===== config.mk =====
export PLATFORM = sky130hd
export DESIGN_NAME = ext_reset_pulser
export DESIGN_NICKNAME = d
export VERILOG_FILES = /design/src/rtl/rpg_pkg.sv /design/src/rtl/rpg_cfg_reg.sv /design/src/rtl/rpg_pulse_fsm.sv /design/src/rtl/rpg_pin_drive.sv /design/src/rtl/ext_reset_pulser.sv
export SDC_FILE = /design/constraint.sdc
export NUM_CORES = 1
export LEC_CHECK = 0
export ABC_AREA = 1
export BUFFER_PORTS_ARGS = -buffer_cell sky130_fd_sc_hd__buf_2
export CAP_MARGIN = 20
export CELL_PAD_IN_SITES_DETAIL_PLACEMENT = 0
export CELL_PAD_IN_SITES_GLOBAL_PLACEMENT = 2
export CORE_ASPECT_RATIO = 0.8
export CORE_MARGIN = 10
export CORE_UTILIZATION = 25
export DETAILED_ROUTE_END_ITERATION = 12
export MAX_ROUTING_LAYER = met4
export PLACE_DENSITY = 0.76
export REMOVE_ABC_BUFFERS = 1
export SYNTH_ARGS = -nofsm -noshare
export SYNTH_HDL_FRONTEND = slang
export SYNTH_SLANG_ARGS = --single-unit

===== constraint.sdc =====
create_clock -name clk -period 2.5 [get_ports clk]
set_input_delay 0.5 -clock clk [delete_from_list [all_inputs] [get_ports clk]]
set_output_delay 0.5 -clock clk [all_outputs]
set_load 0.02 [all_outputs]

===== src/rtl/rpg_pkg.sv =====
package rpg_pkg;

    typedef enum logic [1:0] {
        ST_IDLE  = 2'd0,
        ST_ALIGN = 2'd1,
        ST_DRIVE = 2'd2
    } pulse_state_e;

    localparam logic [7:0] KEY_POL_HIGH = 8'hA5;
    localparam logic [7:0] KEY_POL_LOW  = 8'h5A;
    localparam logic [7:0] KEY_PUSHPULL = 8'hA8;
    localparam logic [7:0] KEY_OPENDRN  = 8'h8A;

endpackage


===== src/rtl/rpg_cfg_reg.sv =====
module rpg_cfg_reg
    import rpg_pkg::*;
#(
    parameter int DATA_W  = 32,
    parameter int DUR_W   = 20,
    parameter int DUR_RST = 'hFF
) (
    input  logic              clk,
    input  logic              rst_n,
    input  logic              wr_en,
    input  logic [DATA_W-1:0] wr_data,
    output logic [DUR_W-1:0]  dur,
    output logic              pol_high,
    output logic              push_pull
);
    localparam int KEY_LSB = DATA_W - 8;

    logic [7:0] key_byte;
    assign key_byte = wr_data[DATA_W-1:KEY_LSB];

    always_ff @(posedge clk or negedge rst_n) begin
        if (!rst_n) begin
            dur       <= DUR_W'(DUR_RST);
            pol_high  <= 1'b0;
            push_pull <= 1'b0;
        end else if (wr_en) begin
            dur <= wr_data[DUR_W-1:0];
            unique case (key_byte)
                KEY_POL_HIGH: pol_high  <= 1'b1;
                KEY_POL_LOW:  pol_high  <= 1'b0;
                KEY_PUSHPULL: push_pull <= 1'b1;
                KEY_OPENDRN:  push_pull <= 1'b0;
                default: ;
            endcase
        end
    end
endmodule


===== src/rtl/rpg_pulse_fsm.sv =====
module rpg_pulse_fsm
    import rpg_pkg::*;
#(
    parameter int DUR_W = 20
) (
    input  logic             clk,
    input  logic             rst_n,
    input  logic             tick,
    input  logic             trig,
    input  logic [DUR_W-1:0] dur,
    output logic             active
);
    pulse_state_e state_q, state_d;
    logic [DUR_W-1:0] cnt_q;
    logic             cnt_zero;

    assign cnt_zero = (cnt_q == '0);

    always_comb begin
        state_d = state_q;
        unique case (state_q)
            ST_IDLE:  if (trig) state_d = ST_ALIGN;
            ST_ALIGN: if (tick) state_d = ST_DRIVE;
            ST_DRIVE: if (tick && cnt_zero) state_d = ST_IDLE;
            default:  state_d = ST_IDLE;
        endcase
    end

    always_ff @(posedge clk or negedge rst_n) begin
        if (!rst_n) begin
            state_q <= ST_IDLE;
            cnt_q   <= '0;
        end else begin
            state_q <= state_d;
            if (state_q == ST_IDLE && trig) begin
                cnt_q <= dur;
            end else if (state_q == ST_DRIVE && tick && !cnt_zero) begin
                cnt_q <= cnt_q - 1'b1;
            end
        end
    end

    always_comb begin
        active = (state_q == ST_DRIVE);
    end
endmodule


===== src/rtl/rpg_pin_drive.sv =====
module rpg_pin_drive (
    input  logic active,
    input  logic pol_high,
    input  logic push_pull,
    output logic pad_out,
    output logic pad_oe
);
    logic line_level;

    assign line_level = pol_high ? active : !active;

    always_comb begin
        if (push_pull) begin
            pad_oe  = 1'b1;
            pad_out = line_level;
        end else begin
            pad_oe  = !line_level;
            pad_out = 1'b0;
        end
    end
endmodule


===== src/rtl/ext_reset_pulser.sv =====
module ext_reset_pulser #(
    parameter int DATA_W  = 32,
    parameter int DUR_W   = 20,
    parameter int DUR_RST = 'hFF
) (
    input  logic              clk,
    input  logic              rst_n,
    input  logic              tick,
    input  logic              trig,
    input  logic              wr_en,
    input  logic [DATA_W-1:0] wr_data,
    input  logic              rd_en,
    output logic [DATA_W-1:0] rd_data,
    output logic              pad_out,
    output logic              pad_oe
);
    localparam int GAP_W = DATA_W - 2 - DUR_W;

    logic [DUR_W-1:0] dur;
    logic             pol_high;
    logic             push_pull;
    logic             pulse_active;

    rpg_cfg_reg #(.DATA_W(DATA_W), .DUR_W(DUR_W), .DUR_RST(DUR_RST)) i_cfg (
        .clk(clk), .rst_n(rst_n), .wr_en(wr_en), .wr_data(wr_data),
        .dur(dur), .pol_high(pol_high), .push_pull(push_pull)
    );

    rpg_pulse_fsm #(.DUR_W(DUR_W)) i_fsm (
        .clk(clk), .rst_n(rst_n), .tick(tick), .trig(trig),
        .dur(dur), .active(pulse_active)
    );

    rpg_pin_drive i_pin (
        .active(pulse_active), .pol_high(pol_high), .push_pull(push_pull),
        .pad_out(pad_out), .pad_oe(pad_oe)
    );

    assign rd_data = rd_en ? {pol_high, push_pull, {GAP_W{1'b0}}, dur} : '0;
endmodule


==> results.cfg, run 1 <==
[status]
status = complete, no violations

[logic_synthesis]
yosysSeqAreaShare_pct = 40.9
top_cells_by_area_synth = sky130_fd_sc_hd__dfrtp_1, sky130_fd_sc_hd__nand2_1, sky130_fd_sc_hd__nand3_1
synth-seq-cells = 44
synthesis.area_per_instance_um2 = 6.70
synth-edff-count = 0
fraction_of_registers_with_async_set_or_reset_after_synthesis_pct = 100
synth_ff_type = sky130_fd_sc_hd__dfrtp_1
synth.cells.most_frequent = sky130_fd_sc_hd__nand2_1, sky130_fd_sc_hd__nand3_1, sky130_fd_sc_hd__inv_1
post-synth-top-count-cell = sky130_fd_sc_hd__nand2_1
synth_largest_type_area_fraction_pct = 33.2
netlist_cell_types = 29
mappedNetlistArea_um2 = 2720
yosysTopAreaCell = sky130_fd_sc_hd__dfrtp_1
post_synth_inst_count = 405
synth_warn = 0

[detailed_routing]
drt_drc_violations_left = 0
drt_wl_total_mm = 7.37
dr.first_iter.drc_count = 80
via_count = 2493
ant_nets = 0
routed_via_density = 4.15
firstDrtPassIters = 4
wl_cell_um = 12.3

[floorplanning]
core.rowCount = 33
dieHeight_um = 113
design.core.area_um2 = 10400
die_width_um = 137
die-area_um2 = 15500
top_level_ports = 72
initial_utilization_pct = 26.0

[finish]
drive_gt1_share_pct = 18.9
design_area_um2 = 3270
n_antenna_cell = 0
fill_cells = 1156
syn_to_final_growth_pct = 20.6
final-instance-count-excl-fill = 601
nNetsFinal = 500

[clock_network]
root_buffer = sky130_fd_sc_hd__clkbuf_16
cts_buffers = 5
cts-htree-levels = 2
cts.reportedPaths.clkPinSlew_ns = 0.07
clkLatencyLatePin_ns = 0.28
tritoncts_clock_tree = done
cts.repair.resized = 0
ctsLongestPathBuffers = 2
cts_num_sinks = 44
cts_hold_repair.buffers = 0
cts_post_setup_buffers_inserted = 0

[worst_setup_path]
crit_path_max_fanout = 5
worstSetupStartpoint = i_fsm.state_q[0]
crit_type = register to output pin
crit-reg2reg-launch = i_fsm.cnt_q[11]
worst_ep_required_time_ns = 2.00
timing.critical_path.arrival_ns = 1.51
critPathLaunchType = register
crit_path_end_kind = output pin

[min_path]
hold_class = primary input to asynchronous set/reset pin

[pwr]
clock_power_share_pct = 24.0
share_comb_of_total_power_pct = 39.8
ir_drop_uv = 349
p_leak_nw = 1.88
switching_share_pct = 41.7
power_report.internal_total_mw = 1.83
net_load_switching_power_mw = 1.31
pwr-share-seq_pct = 36.1
power_density_nw_per_um2 = 959

[sta]
finalSetupViolCount = 0
fin_worst_hold_slack_ns = 0.288
final_period_minus_worst_setup_slack_ns = 2.01
slew-limit-headroom_pct = 60.1
fmax_ghz = 0.497
final_min_period_over_clock_period_pct = 80.5
setup_repair_after_global_routing_missed_its_margin = no
fin_setup_tns_ns = 0
final.setup_skew_ns = 0.00635
timing.final.hold_violations = 0
worst-slew-pin-transition_ns = 0.599
timing_max_transition_violations_final = 0

[grt]
grt_first_pass_wirelength_mm = 12.8
grt_start_max_net_pins = 45
antenna_found_initial = 0
grt.total_usage_pct = 10.3
first_global_vias = 2560
gr-total-overflow = 0

[run]
maxCapViolCount = 0

[placed_design]
gp_routability_congestion = 0.858
placed_instance_area_um2 = 3100
hpwlAfterDp_mm = 5.50
port_buffers = 57
numPlacedInstances = 593
-- stage by stage --
step / utilization, % / total power [mW] / worst slack (ns)
after floorplan: - / 2.00 / 0.774
after CTS: 31.3 / 3.19 / 0.437
after detailed placement: 29.7 / 2.41 / 0.567
after global routing: 31.3 / 3.45 / 0.355
final: 31.3 / 3.14 / 0.489
after global placement: 29.7 / 2.39 / 0.595
-- logic make-up after synthesis --
logic type	synth area share (%)
other	0.138
AO/OA/AOI/OAI	1.98
AND/OR/NAND/NOR	41.8
flip-flops	40.9
XOR/XNOR	2.26
adder cells (fa/ha/maj)	0.922
buffers and inverters	11.9
-- state kept, by name (all words and copies together), names as in the netlist --
| name | count |
|---|---|
| i_cfg.pol_high | 1 |
| i_cfg.dur | 20 |
| i_fsm.state_q | 2 |
| i_cfg.push_pull | 1 |
| i_fsm.cnt_q | 20 |
-- layout make-up --
class,instances,area [um^2],area share (%)
timing repair buffer,63,330,10.1
inverter,46,173,5.27
tap,140,175,5.35
clock inverter,3,46.3,1.41
clock buffer,5,125,3.82
multi-input combinational,300,1310,40.1
sequential,44,1110,33.9
-- worst paths after layout --
path	to	slack, ns	depth (start not counted)
worst max-delay path	pad_oe	0.49	4
worst min-delay path	i_cfg.push_pull	0.29	2
worst max register to register	i_fsm.cnt_q[4]	0.60	9
worst min register to register	i_cfg.dur[0]	0.47	2
max in group asynchronous	i_fsm.cnt_q[19]	1.78	2
min in group clk	i_cfg.dur[4]	0.41	3
-- power by group through the flow --
stage / registers (mW) / clock network, mW / logic [mW]
finish: 1.13 / 0.754 / 1.25
global route: 1.17 / 0.819 / 1.46
CTS: 1.13 / 0.779 / 1.27
detailed placement: 1.14 / 0 / 1.27
global placement: 1.14 / 0 / 1.25
floorplan: 1.08 / 0 / 0.920
-- routing by layer --
layer | routed length [um] | up-vias | part of all wire (%) | GRT usage (%)
met4 | 54 | 0 | 0.73 | 2.55
met3 | 189 | 2 | 2.6 | 1.64
li1 | - | 1331 | - | -
met2 | 3220 | 41 | 44 | 15.3
met5 | 0 | - | 0 | -
met1 | 3910 | 1119 | 53 | 14.1
-- critical path, cell delays in order, from the launching register on --
cell                      delay, ns
sky130_fd_sc_hd__dfrtp_1       0.42
sky130_fd_sc_hd__nor2_1        0.25
sky130_fd_sc_hd__xor2_1        0.12
sky130_fd_sc_hd__or2_2         0.28
sky130_fd_sc_hd__buf_2         0.16
-- cell usage in the layout, fill, tap and decap left out, types with 2 or more instances in the layout --
master and n:
sky130_fd_sc_hd__nor2_1 32, sky130_fd_sc_hd__ha_1 2, sky130_fd_sc_hd__o21ai_0 4, sky130_fd_sc_hd__dfstp_2 8, sky130_fd_sc_hd__nor3_1 4, sky130_fd_sc_hd__dfrtp_1 36
sky130_fd_sc_hd__nand4_1 5, sky130_fd_sc_hd__xnor2_1 2, sky130_fd_sc_hd__nand2_2 2, sky130_fd_sc_hd__conb_1 10, sky130_fd_sc_hd__nand3b_1 4, sky130_fd_sc_hd__buf_2 57
sky130_fd_sc_hd__nand3_1 46, sky130_fd_sc_hd__a31oi_1 3, sky130_fd_sc_hd__nor2_2 2, sky130_fd_sc_hd__buf_4 6, sky130_fd_sc_hd__a21oi_1 3, sky130_fd_sc_hd__nand2_1 172
sky130_fd_sc_hd__xor2_1 5, sky130_fd_sc_hd__clkbuf_16 5, sky130_fd_sc_hd__inv_1 45
(Power assumes the default switching activity.)
==> run 2, diff against run 1 <==
--- a/config.mk
+++ b/config.mk
@@ -15,7 +15,7 @@
 export CORE_UTILIZATION = 25
 export DETAILED_ROUTE_END_ITERATION = 12
 export MAX_ROUTING_LAYER = met4
-export PLACE_DENSITY = 0.76
+export PLACE_DENSITY = 0.79
 export REMOVE_ABC_BUFFERS = 1
 export SYNTH_ARGS = -nofsm -noshare
 export SYNTH_HDL_FRONTEND = slang
==> constraint.sdc (replaced) <==
create_clock -name clk -period 1.6 [get_ports clk]
set_input_delay 0.32 -clock clk [delete_from_list [all_inputs] [get_ports clk]]
set_output_delay 0.32 -clock clk [all_outputs]
set_load 0.02 [all_outputs]
==> run 2 against run 1 <==
  * The flow now finishes with violations (negative setup slack)
  * Hold slack worse by 0.060 ns
  * Sequential power is 58% higher
  * Clock-buffer cell count is 1 higher
  * Final area is 7.7% higher
  * Sequential share of layout area is 2.4 points lower
  * Critical endpoint unchanged
  * Largest cell class unchanged
==> results.cfg, run 2 (synthesis gave the netlist of run 1 again) <==
[status]
status = finished, violations left
violations = negative setup slack

[pwr]
switching_share_pct = 42.3
fin_total_pwr_mw = 5.24
share_comb_of_total_power_pct = 46.6
net_load_switching_power_mw = 2.22
pwr-share-seq_pct = 34.1
ir_drop_uv = 464
power_density_nw_per_um2 = 1490
p_leak_nw = 1.97
power_report.internal_total_mw = 3.03
clock_power_share_pct = 19.3

[worst_setup_path]
rr_worst_depth = 6
crit_path_end_kind = output pin
timing.rr.end = i_fsm.cnt_q[19]
timing.critical_path.arrival_ns = 1.31
crit_type = register to output pin
worst_ep_required_time_ns = 1.28
crit_path_max_fanout = 2
timing.reg2reg.setup_slack_ns = 0.08
crit-reg2reg-launch = i_fsm.state_q[0]
critPathLaunchType = register

[clock_network]
cts_buffers = 5
ctsLongestPathBuffers = 2
root_buffer = sky130_fd_sc_hd__clkbuf_16
clkLatencyLatePin_ns = 0.29
tritoncts_clock_tree = done
cts_num_sinks = 44
cts-htree-levels = 2
cts.reportedPaths.clkPinSlew_ns = 0.07

[placed_design]
numPlacedInstances = 607
gp_routability_congestion = 0.827
post-place-ws_ns = -0.00508
hpwlAfterDp_mm = 5.80
port_buffers = 57
placed_instance_area_um2 = 3250

[sta]
finalSetupViolCount = 1
timing_max_transition_violations_final = 0
final_period_minus_worst_setup_slack_ns = 1.63
worst_slack_ns = -0.0333
fmax_ghz = 0.612
fin_setup_tns_ns = -0.0333
fin_worst_hold_slack_ns = 0.228
final_min_period_over_clock_period_pct = 102
timing.final.hold_violations = 0
setup_repair_after_global_routing_missed_its_margin = yes
final.setup_skew_ns = 0.00813

[grt]
grt_first_pass_wirelength_mm = 12.7
grt_start_max_net_pins = 30
antenna_found_initial = 0
grt.total_usage_pct = 10.1
first_global_vias = 2544
gr-total-overflow = 0

[finish]
design_area_um2 = 3530
drive_gt1_share_pct = 25.9
nNetsFinal = 518
utilization_pct = 33.8
fill_cells = 1167
final-instance-count-excl-fill = 619
syn_to_final_growth_pct = 29.9
n_antenna_cell = 0
final_cell_mix = sky130_fd_sc_hd__nand2_1, sky130_fd_sc_hd__buf_2, sky130_fd_sc_hd__nand3_1, sky130_fd_sc_hd__inv_1, sky130_fd_sc_hd__dfrtp_1
largestRegisters = i_cfg.dur: 20 flops, i_fsm.cnt_q: 20 flops, i_fsm.state_q: 2 flops
final_common_cell = sky130_fd_sc_hd__nand2_1

[min_path]
holdPathStages = 3
whs_endpoint = i_cfg.dur[3]
hold_class = primary input to register
hold_path.startpoint = wr_data[3]

[detailed_routing]
drt_wl_total_mm = 7.54
firstDrtPassIters = 4
via_count = 2581
ant_nets = 0
dr.first_iter.drc_count = 102
wl_cell_um = 12.2
drt_drc_violations_left = 0
routed_via_density = 4.17

[floorplanning]
design.core.area_um2 = 10400
core.rowCount = 33
top_level_ports = 72
die-area_um2 = 15500
initial_utilization_pct = 26.0
dieHeight_um = 113
die_width_um = 137

[run]
maxCapViolCount = 0
## run 2: worst max-delay path by stage
| stage | from | end | slack (ns) | cells past startpoint |
|---|---|---|---|---|
| final | i_fsm.state_q[1] | pad_oe | -0.03 | 5 |
| after global routing | i_fsm.state_q[0] | pad_oe | -0.07 | 4 |
| after CTS | i_fsm.state_q[1] | pad_oe | -0.03 | 5 |
| after detailed placement | i_fsm.cnt_q[11] | i_fsm.cnt_q[18] | -0.005 | 8 |
| after global placement | i_fsm.cnt_q[11] | i_fsm.cnt_q[19] | 0.02 | 8 |
| after floorplan | i_fsm.state_q[0] | i_fsm.cnt_q[4] | -0.05 | 7 |
## run 2: power by group through the flow
stage / clock network, mW / registers (mW) / logic (mW)
4_1_cts: 1.03 / 1.76 / 2.30
3_5_place_dp: 0 / 1.76 / 2.22
5_1_grt: 1.08 / 1.84 / 2.78
6_report: 1.01 / 1.79 / 2.44
2_1_floorplan: 0 / 1.69 / 1.44
3_3_place_gp: 0 / 1.75 / 2.19
## run 2: what timing repair did
action	in CTS	in global routing
hold buffers	1	0
endpoints found under the setup margin	12	22
pin swaps	0	2
cloned	0	1
setup buffers	1	1
endpoints found under the hold margin	2	0
gates resized for setup	9	28
## run 2: layout make-up
cell class                 instances  area, um^2  area share (%)
multi-input combinational        300        1390            39.4
sequential                        44        1110            31.6
inverter                          46         178            5.04
timing repair buffer              81         528            15.0
clock buffer                       6         129            3.65
tap                              140         175            4.97
clock inverter                     2        12.5           0.355
## run 2: critical path, cell delays in order, from the launching register on
cell,delay [ns]
sky130_fd_sc_hd__dfrtp_1,0.39
sky130_fd_sc_hd__inv_2,0.08
sky130_fd_sc_hd__nor2_4,0.05
sky130_fd_sc_hd__xor2_2,0.15
sky130_fd_sc_hd__or2_4,0.23
sky130_fd_sc_hd__buf_6,0.13
## run 2: per-layer routing
| layer | up-vias | routed length, um | global-route usage (%) |
|---|---|---|---|
| met2 | 38 | 3370 | 15.0 |
| met1 | 1165 | 3940 | 14.2 |
| met3 | 5 | 182 | 1.72 |
| met4 | 0 | 46 | 1.70 |
| met5 | - | 0 | - |
| li1 | 1373 | - | - |
==> run 3, diff against run 2 <==
--- a/config.mk
+++ b/config.mk
@@ -14,6 +14,7 @@
 export CORE_MARGIN = 10
 export CORE_UTILIZATION = 25
 export DETAILED_ROUTE_END_ITERATION = 12
+export GPL_TIMING_DRIVEN = 0
 export MAX_ROUTING_LAYER = met4
 export PLACE_DENSITY = 0.79
 export REMOVE_ABC_BUFFERS = 1
==> run 3 against run 2 <==
  * The flow still finishes with violations (negative setup slack)
  * Utilization grew 0.57 points
  * Die area is the same
  * Via count grew 1.3%
  * Clock skew shrank 0.0013 ns
  * Flip-flop and latch count is the same
  * Final cell count shrank 0.48%
  * Sequential power grew 2%
  * Power grew 7.2%
  * Routed wire length grew 11%
  * Critical path type unchanged
  * Highest routed layer unchanged
==> results.cfg, run 3 (synthesis gave the netlist of run 1 again) <==
[run]
maxCapViolCount = 0

[worst_setup_path]
worstSetupStartpoint = i_fsm.state_q[1]
timing.rr.end = i_fsm.cnt_q[12]
crit_chain = inv_2, nor2_4, xor2_2, or2_4, buf_6
crit_path_max_fanout = 2
crit-reg2reg-launch = i_fsm.cnt_q[9]
critPathLaunchType = register
rr_worst_depth = 8
worst_ep_required_time_ns = 1.28
cp_num_buf_inv = 2
crit_type = register to output pin
timing.reg2reg.setup_slack_ns = 0.08
slowest_stage = sky130_fd_sc_hd__dfrtp_1
crit_path_end_kind = output pin
timing.critical_path.arrival_ns = 1.36
max_stage_delay_ns = 0.40
family_of_cells_with_the_greatest_summed_delay_on_the_critical_path = flip-flops

[finish]
syn_to_final_growth_pct = 32.1
drive_gt1_share_pct = 26.9
final_common_cell = sky130_fd_sc_hd__nand2_1
final_cell_mix = sky130_fd_sc_hd__nand2_1, sky130_fd_sc_hd__buf_2, sky130_fd_sc_hd__nand3_1, sky130_fd_sc_hd__inv_1, sky130_fd_sc_hd__dfrtp_1
utilization_pct = 34.3
nNetsFinal = 515
n_antenna_cell = 0
largestRegisters = i_cfg.dur: 20 flops, i_fsm.cnt_q: 20 flops, i_fsm.state_q: 2 flops

[sta]
finalSetupViolCount = 2
timing.final.hold_violations = 0
final_period_minus_worst_setup_slack_ns = 1.68
timing_max_transition_violations_final = 0
worst-slew-pin-transition_ns = 0.545
final_min_period_over_clock_period_pct = 105
worst_slack_ns = -0.0750
slew-limit-headroom_pct = 63.6
setup_repair_after_global_routing_missed_its_margin = yes
fmax_ghz = 0.597
final.setup_skew_ns = 0.00682

[floorplanning]
top_level_ports = 72
die_width_um = 137
design.core.area_um2 = 10400
initial_utilization_pct = 26.0
core.rowCount = 33
dieHeight_um = 113
die-area_um2 = 15500

[clock_network]
ctsLongestPathBuffers = 2
cts.reportedPaths.clkPinSlew_ns = 0.07
root_buffer = sky130_fd_sc_hd__clkbuf_16
cts-htree-levels = 2
cts_num_sinks = 44
tritoncts_clock_tree = done
clkLatencyLatePin_ns = 0.29
cts_buffers = 5
cts_hold_repair.buffers = 0

[grt]
global_route_met2_usage_pct = 17.1
gr-total-overflow = 0
use_met1_pct = 14.1
met3_usage_pct = 2.52
grt_start_max_net_pins = 45
grt.total_usage_pct = 11.0
first_global_vias = 2684
antenna_found_initial = 0
grt_first_pass_wirelength_mm = 13.3
busiest_layer = met2

[status]
violations = negative setup slack
status = finished, violations left

[placed_design]
gp_routability_congestion = 0.768
hpwlAfterDp_mm = 5.34
port_buffers = 57
post-place-ws_ns = -0.778

[pwr]
p_leak_nw = 1.96
share_comb_of_total_power_pct = 43.9
clock_power_share_pct = 23.6
ir_drop_uv = 528
fin_total_pwr_mw = 5.62
pwr-share-seq_pct = 32.5
net_load_switching_power_mw = 2.34
power_density_nw_per_um2 = 1570
power_report.internal_total_mw = 3.28
switching_share_pct = 41.7

[detailed_routing]
routed_via_density = 4.24
via_count = 2614
dr.first_iter.drc_count = 89
firstDrtPassIters = 4
wl_cell_um = 13.6
drt_wl_total_mm = 8.36
ant_nets = 0
drt_drc_violations_left = 0

[min_path]
hold_class = primary input to asynchronous set/reset pin
run 3: changes by cell type in the layout (fill, tap and decap cells not counted), sizes merged:
cell / before / now
buf: 80 / 74
clkinvlp: 1 / 4
dlygate4sd3: 1 / 0
inv: 46 / 44
clkinv: 1 / 0
bufinv: 0 / 2
nand2: 174 / 176
run 3: power by group through the flow:
stage | sequential [mW] | clock, mW | combinational, mW
floorplan | 1.69 | 0 | 1.44
global placement | 1.77 | 0 | 1.90
detailed placement | 1.78 | 0 | 1.93
CTS | 1.77 | 1.35 | 2.27
global route | 1.88 | 1.40 | 2.80
finish | 1.83 | 1.33 | 2.46
run 3: worst max path at each step:
| stage | to | slack (ns) | cells after the start |
|---|---|---|---|
| after floorplan | i_fsm.cnt_q[4] | -0.05 | 7 |
| after global placement | i_fsm.cnt_q[4] | -0.78 | 7 |
| after detailed placement | i_fsm.cnt_q[4] | -0.78 | 7 |
| after CTS | pad_out | -0.07 | 5 |
| after global routing | pad_oe | -0.13 | 5 |
| final | pad_oe | -0.08 | 5 |
run 3: repair_timing:
action                     4_1_cts  5_1_grt
setup endpoints to repair       23       24
buffers inserted                 9        7
resized for setup               25       24
pin swaps                        6       12
hold endpoints to repair         0        0
cloned                           3        1
run 3: final cells by class:
| cell class | instances | area (um^2) |
|---|---|---|
| Clock buffer | 6 | 129 |
| Clock inverter | 2 | 60.1 |
| Fill cell | 1137 | 6860 |
| Inverter | 46 | 188 |
| Multi-Input combinational cell | 302 | 1460 |
| Sequential cell | 44 | 1120 |
| Tap cell | 140 | 175 |
| Timing Repair Buffer | 74 | 445 |
| Timing Repair inverter | 2 | 15.0 |
run 3: routing by layer:
metal / part of all wire [%] / vias up
met5: 0 / -
met4: 0.96 / 0
met3: 2.6 / 6
met2: 46 / 43
met1: 51 / 1198
li1: - / 1367
run 3: stage by stage:
step	TNS, ns	hold slack [ns]	std cells	instance area (um^2)
after global placement	-12.73	0.462	587	3060
after detailed placement	-12.27	0.468	587	3060
after global routing	-0.296	0.0546	616	3590
after CTS	-0.121	0.223	607	3430
after floorplan	-0.0500	0.0244	390	2600
final	-0.142	0.0161	616	3590
